--- src/rtl/ba_pkg.sv ---
package ba_pkg;
  parameter int unsigned DEF_REG_WORDS  = 16384;
  parameter int unsigned DEF_GRAN_WORDS = 256;
  parameter int unsigned DEF_WARP_LANES = 32;
  parameter int unsigned DEF_MAX_WARPS  = 32;
  parameter int unsigned DEF_MAX_BLOCKS = 8;
  parameter int unsigned DEF_THR_W      = 11;
  parameter int unsigned DEF_RPT_W      = 8;
endpackage

--- src/rtl/ba_demand.sv ---
module ba_demand #(
  parameter int unsigned THR_W      = ba_pkg::DEF_THR_W,
  parameter int unsigned RPT_W      = ba_pkg::DEF_RPT_W,
  parameter int unsigned GRAN_WORDS = ba_pkg::DEF_GRAN_WORDS,
  parameter int unsigned WARP_LANES = ba_pkg::DEF_WARP_LANES,
  localparam int unsigned DEM_W     = THR_W + RPT_W + 1,
  localparam int unsigned GBITS     = $clog2(GRAN_WORDS),
  localparam int unsigned LBITS     = $clog2(WARP_LANES)
) (
  input  logic [THR_W-1:0] threads,
  input  logic [RPT_W-1:0] rpt,
  output logic [DEM_W-1:0] gran_need,
  output logic [THR_W:0]   warps
);
  logic [DEM_W-1:0] regs;
  logic [THR_W:0]   thr_ext;

  always_comb begin
    regs      = DEM_W'(threads) * DEM_W'(rpt);
    gran_need = (regs + DEM_W'(GRAN_WORDS - 1)) >> GBITS;
    thr_ext   = {1'b0, threads} + (THR_W+1)'(WARP_LANES - 1);
    warps     = thr_ext >> LBITS;
  end
endmodule

--- src/rtl/ba_first_fit.sv ---
module ba_first_fit #(
  parameter int unsigned NGRAN  = 64,
  parameter int unsigned NEED_W = 20,
  localparam int unsigned GW    = $clog2(NGRAN)
) (
  input  logic [NGRAN-1:0]  occ,
  input  logic [NEED_W-1:0] need,
  output logic              found,
  output logic [GW-1:0]     start
);
  int run;
  int st;

  always_comb begin
    run   = 0;
    st    = 0;
    found = 1'b0;
    start = '0;
    for (int i = 0; i < NGRAN; i++) begin
      if (occ[i]) begin
        run = 0;
      end else begin
        if (run == 0) st = i;
        run = run + 1;
        if (!found && (32'(run) >= 32'(need))) begin
          found = 1'b1;
          start = GW'(st);
        end
      end
    end
  end
endmodule

--- src/rtl/ba_slot_table.sv ---
module ba_slot_table #(
  parameter int unsigned MAX_BLOCKS = 8,
  parameter int unsigned GW         = 6,
  parameter int unsigned LEN_W      = 7,
  parameter int unsigned WCNT_W     = 6,
  localparam int unsigned SLOT_W    = $clog2(MAX_BLOCKS)
) (
  input  logic              clk,
  input  logic              rst_n,
  input  logic              alloc_en,
  input  logic [GW-1:0]     alloc_start,
  input  logic [LEN_W-1:0]  alloc_len,
  input  logic [WCNT_W-1:0] alloc_warps,
  input  logic              rel_en,
  input  logic [SLOT_W-1:0] rel_slot,
  output logic [MAX_BLOCKS-1:0] slot_vld,
  output logic              free_found,
  output logic [SLOT_W-1:0] free_slot,
  output logic              rel_hit,
  output logic [GW-1:0]     rel_start,
  output logic [LEN_W-1:0]  rel_len,
  output logic [WCNT_W-1:0] rel_warps
);
  logic [GW-1:0]     st_q [MAX_BLOCKS];
  logic [LEN_W-1:0]  ln_q [MAX_BLOCKS];
  logic [WCNT_W-1:0] wp_q [MAX_BLOCKS];

  always_comb begin
    free_found = 1'b0;
    free_slot  = '0;
    for (int i = MAX_BLOCKS - 1; i >= 0; i--) begin
      if (!slot_vld[i]) begin
        free_found = 1'b1;
        free_slot  = SLOT_W'(i);
      end
    end
  end

  assign rel_hit   = rel_en && slot_vld[rel_slot];
  assign rel_start = st_q[rel_slot];
  assign rel_len   = ln_q[rel_slot];
  assign rel_warps = wp_q[rel_slot];

  for (genvar g = 0; g < MAX_BLOCKS; g++) begin : g_slot
    wire take = alloc_en && free_found && (free_slot == SLOT_W'(g));
    wire drop = rel_hit && (rel_slot == SLOT_W'(g));
    always_ff @(posedge clk or negedge rst_n) begin
      if (!rst_n) begin
        slot_vld[g] <= 1'b0;
        st_q[g]     <= '0;
        ln_q[g]     <= '0;
        wp_q[g]     <= '0;
      end else if (take) begin
        slot_vld[g] <= 1'b1;
        st_q[g]     <= alloc_start;
        ln_q[g]     <= alloc_len;
        wp_q[g]     <= alloc_warps;
      end else if (drop) begin
        slot_vld[g] <= 1'b0;
      end
    end
  end
endmodule

--- src/rtl/blk_admit_alloc.sv ---
module blk_admit_alloc #(
  parameter int unsigned REG_WORDS  = ba_pkg::DEF_REG_WORDS,
  parameter int unsigned GRAN_WORDS = ba_pkg::DEF_GRAN_WORDS,
  parameter int unsigned WARP_LANES = ba_pkg::DEF_WARP_LANES,
  parameter int unsigned MAX_WARPS  = ba_pkg::DEF_MAX_WARPS,
  parameter int unsigned MAX_BLOCKS = ba_pkg::DEF_MAX_BLOCKS,
  parameter int unsigned THR_W      = ba_pkg::DEF_THR_W,
  parameter int unsigned RPT_W      = ba_pkg::DEF_RPT_W,
  localparam int unsigned NGRAN     = REG_WORDS / GRAN_WORDS,
  localparam int unsigned GW        = $clog2(NGRAN),
  localparam int unsigned LEN_W     = GW + 1,
  localparam int unsigned ADDR_W    = $clog2(REG_WORDS),
  localparam int unsigned GBITS     = $clog2(GRAN_WORDS),
  localparam int unsigned SLOT_W    = $clog2(MAX_BLOCKS),
  localparam int unsigned WCNT_W    = $clog2(MAX_WARPS + 1),
  localparam int unsigned DEM_W     = THR_W + RPT_W + 1
) (
  input  logic              clk,
  input  logic              rst_n,
  input  logic              req_valid,
  output logic              req_ready,
  input  logic [THR_W-1:0]  req_threads,
  input  logic [RPT_W-1:0]  req_rpt,
  output logic              gnt_valid,
  output logic [ADDR_W-1:0] gnt_base,
  output logic [SLOT_W-1:0] gnt_slot,
  input  logic              rel_valid,
  input  logic [SLOT_W-1:0] rel_slot
);
  logic [NGRAN-1:0]      occ;
  logic [WCNT_W-1:0]     warps_used;
  logic [DEM_W-1:0]      gran_need;
  logic [THR_W:0]        warps;
  logic                  fit_found;
  logic [GW-1:0]         fit_start;
  logic [MAX_BLOCKS-1:0] slot_vld;
  logic                  free_found;
  logic [SLOT_W-1:0]     free_slot;
  logic                  rel_hit;
  logic [GW-1:0]         rel_start;
  logic [LEN_W-1:0]      rel_len;
  logic [WCNT_W-1:0]     rel_warps;
  logic                  warp_ok;
  logic                  accept;
  logic [NGRAN-1:0]      occ_nxt;

  ba_demand #(.THR_W(THR_W), .RPT_W(RPT_W), .GRAN_WORDS(GRAN_WORDS),
              .WARP_LANES(WARP_LANES)) i_demand (
    .threads(req_threads), .rpt(req_rpt), .gran_need(gran_need), .warps(warps));

  ba_first_fit #(.NGRAN(NGRAN), .NEED_W(DEM_W)) i_fit (
    .occ(occ), .need(gran_need), .found(fit_found), .start(fit_start));

  ba_slot_table #(.MAX_BLOCKS(MAX_BLOCKS), .GW(GW), .LEN_W(LEN_W),
                  .WCNT_W(WCNT_W)) i_slots (
    .clk(clk), .rst_n(rst_n),
    .alloc_en(accept), .alloc_start(fit_start), .alloc_len(LEN_W'(gran_need)),
    .alloc_warps(WCNT_W'(warps)),
    .rel_en(rel_valid), .rel_slot(rel_slot),
    .slot_vld(slot_vld), .free_found(free_found), .free_slot(free_slot),
    .rel_hit(rel_hit), .rel_start(rel_start), .rel_len(rel_len),
    .rel_warps(rel_warps));

  function automatic logic [NGRAN-1:0] span(input logic [GW-1:0] s,
                                            input logic [LEN_W-1:0] n);
    logic [NGRAN-1:0] m;
    for (int i = 0; i < NGRAN; i++)
      m[i] = (i >= int'(s)) && (i < int'(s) + int'(n));
    return m;
  endfunction

  assign warp_ok   = (32'(warps_used) + 32'(warps)) <= MAX_WARPS;
  assign req_ready = fit_found && warp_ok && free_found;
  assign accept    = req_valid && req_ready;

  always_comb begin
    occ_nxt = occ;
    if (rel_hit) occ_nxt = occ_nxt & ~span(rel_start, rel_len);
    if (accept)  occ_nxt = occ_nxt | span(fit_start, LEN_W'(gran_need));
  end

  always_ff @(posedge clk or negedge rst_n) begin
    if (!rst_n) begin
      occ        <= '0;
      warps_used <= '0;
      gnt_valid  <= 1'b0;
      gnt_base   <= '0;
      gnt_slot   <= '0;
    end else begin
      occ        <= occ_nxt;
      warps_used <= warps_used - (rel_hit ? rel_warps : '0)
                               + (accept ? WCNT_W'(warps) : '0);
      gnt_valid  <= accept;
      if (accept) begin
        gnt_base <= ADDR_W'(fit_start) << GBITS;
        gnt_slot <= free_slot;
      end
    end
  end
endmodule

--- config.mk ---
export PLATFORM = sky130hd
export DESIGN_NAME = blk_admit_alloc
export DESIGN_NICKNAME = d
export VERILOG_FILES = /design/src/rtl/ba_pkg.sv /design/src/rtl/ba_demand.sv /design/src/rtl/ba_first_fit.sv /design/src/rtl/ba_slot_table.sv /design/src/rtl/blk_admit_alloc.sv
export SDC_FILE = /design/constraint.sdc
export NUM_CORES = 2
export LEC_CHECK = 0
export ABC_AREA = 1
export BUFFER_PORTS_ARGS = -buffer_cell sky130_fd_sc_hd__buf_2
export CELL_PAD_IN_SITES_DETAIL_PLACEMENT = 1
export CELL_PAD_IN_SITES_GLOBAL_PLACEMENT = 2
export CORE_MARGIN = 2
export CORE_UTILIZATION = 35
export CTS_BUF_LIST = sky130_fd_sc_hd__clkbuf_2 sky130_fd_sc_hd__clkbuf_4 sky130_fd_sc_hd__clkbuf_8
export CTS_CLUSTER_DIAMETER = 80
export DETAILED_ROUTE_END_ITERATION = 16
export GPL_TIMING_DRIVEN = 0
export PLACE_DENSITY = 0.79
export RECOVER_POWER = 25
export SYNTH_ARGS = -nofsm -noshare
export SYNTH_HDL_FRONTEND = slang
export SYNTH_HIERARCHICAL = 1
export SYNTH_SLANG_ARGS = --single-unit
--- constraint.sdc ---
create_clock -name clk -period 47.4 [get_ports clk]
set_input_delay 9.48 -clock clk [delete_from_list [all_inputs] [get_ports clk]]
set_output_delay 9.48 -clock clk [all_outputs]
set_load 0.05 [all_outputs]
==> results_dict.tcl <==
set metrics [dict create \
    synthToLayoutAreaGrowth_pct 11.55 \
    worst_path_max_delay_cell "o21ai_0" \
    die-area_sq_um 176000 \
    io_pins 45 \
    worstPathRequired_ns 37.92 \
    dp_hpwl_um 183300 \
    setup-violations-final 0 \
    htreeDepth 2 \
    final_area_sq_um 67400 \
    syn_avg_cell_area_sq_um 6.561 \
    clockBufferDepth 3 \
    routed_wl_um 221900 \
    yosys_warnings 6 \
    start_kind "register" \
    rr_worst_depth 208 \
    regToRegEndpoint "warps_used[5]" \
    hold_depth 2 \
    critical_path_peak_fanout 6 \
    die_h_um 419.5 \
    max_stage_delay_ns 0.48 \
    wire_per_inst_um 18.05 \
    path_common_cell "ha_1" \
    synth-main-ff-cell "dfrtp_1" \
    tightestPinTransition_ns 4.622 \
    whs_ns 0.4770 \
    rsz0062_at_grt "no" \
    drtIter0Drc 2827 \
    cts_tree "done" \
    insertion_delay_ns 0.65 \
    finalCriticalPeriod_ns 42.89 \
    fp.dieW_um 419.5 \
    grt_pass1_wl_um 356000 \
    violations "max-capacitance violations, max-slew violations" \
    firstDrtPassIters 5 \
    start_util_pct 35.22 \
    slew_violations 245 \
    grt_max_degree 85 \
    netlist_area_sq_um 60420 \
    synth_common_cells "nand2_1, ha_1, inv_1" \
    clkTransAtPathRegs_ns 0.07 \
    remaining_drc_errors 0 \
    crit_path_end_kind "primary output" \
    synthArstFlopShare_pct 100.0 \
    hold_buffers 0 \
    synth.distinct_cells 87 \
    max_freq_mhz 23.31 \
    fin_nets 11290 \
    synth_enable_flop_cells 0 \
    yosys-top-cells-area "ha_1, nand2_1, dfrtp_1" \
    viasPerCell 5.196 \
    cts_buffers 43 \
    arrival_ns 33.41 \
    ff2ff_setup_slack_ns 12.13 \
    tns_ns 0 \
    row_count 152 \
    synth_seq_cells 240 \
    cts_resized 0 \
    route.vias.total 63900 \
    status "complete, but fails checks" \
    synth_top_cell_area_share_pct 25.84 \
    finalHoldViolations 0 \
    grt_pass1_vias 65470 \
    track_usage_pct 24.98 \
    hold_start "i_slots/ln_q[24]" \
    port_buffers 27 \
    max_slew_margin_pct -208.2 \
    timing.rr.start "occ[1]" \
    skew_ns 0.04135 \
    drive_above_1_share_pct 9.402 \
    seq_area_frac_synth_pct 9.940 \
    antenna_cells 0 \
    detailed_place.area_sq_um 66440 \
    syn_inst 9209 \
    cts.sinks 240 \
    crit_type "register to primary output" \
    drtAntennaViolNets 0 \
    synth.most_common_cell "nand2_1" \
    gp_congestion 0.9358 \
    fin_crit_sh_pct 90.49 \
    hold_end "i_slots/ln_q[24]" \
    yosys.area.top_type "ha_1" \
    fp.coreArea_sq_um 171500 \
    grt-ovfl-total 0 \
    drv_cap 3 \
    antenna_found_initial 2 \
    clockRootBuffer "clkbuf_8" \
    hold_class "register to register" \
    post_cts_buffers 0 \
]
-- registers in the layout, summed over array words and instances (netlist names) --
| name | count |
|---|---|
| i_slots/slot_vld | 8 |
| occ | 64 |
| i_slots/st_q | 48 |
| warps_used | 6 |
| i_slots/wp_q | 48 |
| gnt_valid | 1 |
| gnt_slot | 3 |
| gnt_base | 6 |
| i_slots/ln_q | 56 |
-- through the flow --
step | util [%] | setup slack (ns) | instances
3_3_place_gp | 38.42 | 5.799 | 12200
3_5_place_dp | 38.73 | 5.232 | 12220
5_1_grt | 39.29 | 1.681 | 12300
4_1_cts | 39.32 | 4.408 | 12300
6_report | 39.29 | 4.506 | 12300
2_1_floorplan | - | 9.128 | 9863
-- worst max path at each step --
| stage | slack [ns] | start | to |
|---|---|---|---|
| final | 4.51 | occ[1] | req_ready |
| after global placement | 5.80 | occ[1] | req_ready |
| after floorplan | 9.13 | occ[1] | req_ready |
| after global routing | 1.68 | occ[1] | req_ready |
| after CTS | 4.41 | occ[1] | req_ready |
| after detailed placement | 5.23 | occ[1] | req_ready |
-- critical path, delay by kind of cell, from the launching register on --
kind,cells,cell delay [ns]
adders and majority gates,60,19.27
and+or+nand+nor,79,8.48
buffers and inverters,48,3.06
AOI/OAI and AO/OA,6,1.30
DFF,1,0.46
xor gates and xnor gates,1,0.17
-- final cells by class --
cell class / count / area (sq um)
tap: 2310 / 2890
clock buffer: 64 / 868.3
multi-input combinational: 8085 / 50730
inverter: 1361 / 5184
fill: 22870 / 104100
buffer: 177 / 1039
sequential: 240 / 6006
clock inverter: 15 / 153.9
timing repair buffer: 45 / 534.3
-- per-layer routing --
layer / GRT usage, % / part of all wire, % / up-vias / wire length (um)
li1: - / - / 32100 / -
met1: 33.69 / 48 / 30940 / 107300
met2: 43.67 / 47 / 665 / 104500
met3: 1.247 / 2.1 / 194 / 4675
met4: 5.572 / 2.5 / 0 / 5474
met5: 0 / 0 / - / 0
-- cell usage in the layout, fill, tap and decap left out, types with 22 or more instances in the layout --
master    instances
inv_2           104
a31oi_1          37
o21bai_1         66
nor2_2           47
a41oi_1          22
clkbuf_8         67
ha_1           1248
a21oi_1         672
nor3_1           73
nand3_2         131
nand2_1        2088
buf_2            67
o21ai_1          55
clkinv_1         30
o21ai_0         381
a22oi_1          35
dfrtp_1         240
o211ai_1         32
nand4_2          33
nor4_1           24
nand2_4          49
o221ai_1         37
nand3_1         599
clkbuf_1         68
fa_1             67
nand3b_1         34
nand2_2         239
nand4_1         333
a21o_1           70
nor2_1          734
buf_4            46
o21a_1           50
inv_1          1210
conb_1          657
-- kinds of logic after synthesis --
family	synth area share, %
AOI/OAI and AO/OA	15.67
xor gates and xnor gates	0.5073
adders and majority gates	28.06
buffers and inverters	10.25
DFF	9.940
other	0.01864
and+or+nand+nor	35.55
Power is left out: the tool's default activity adds up to more than one toggle a clock period on the data nets, which glitch-free logic cannot reach.
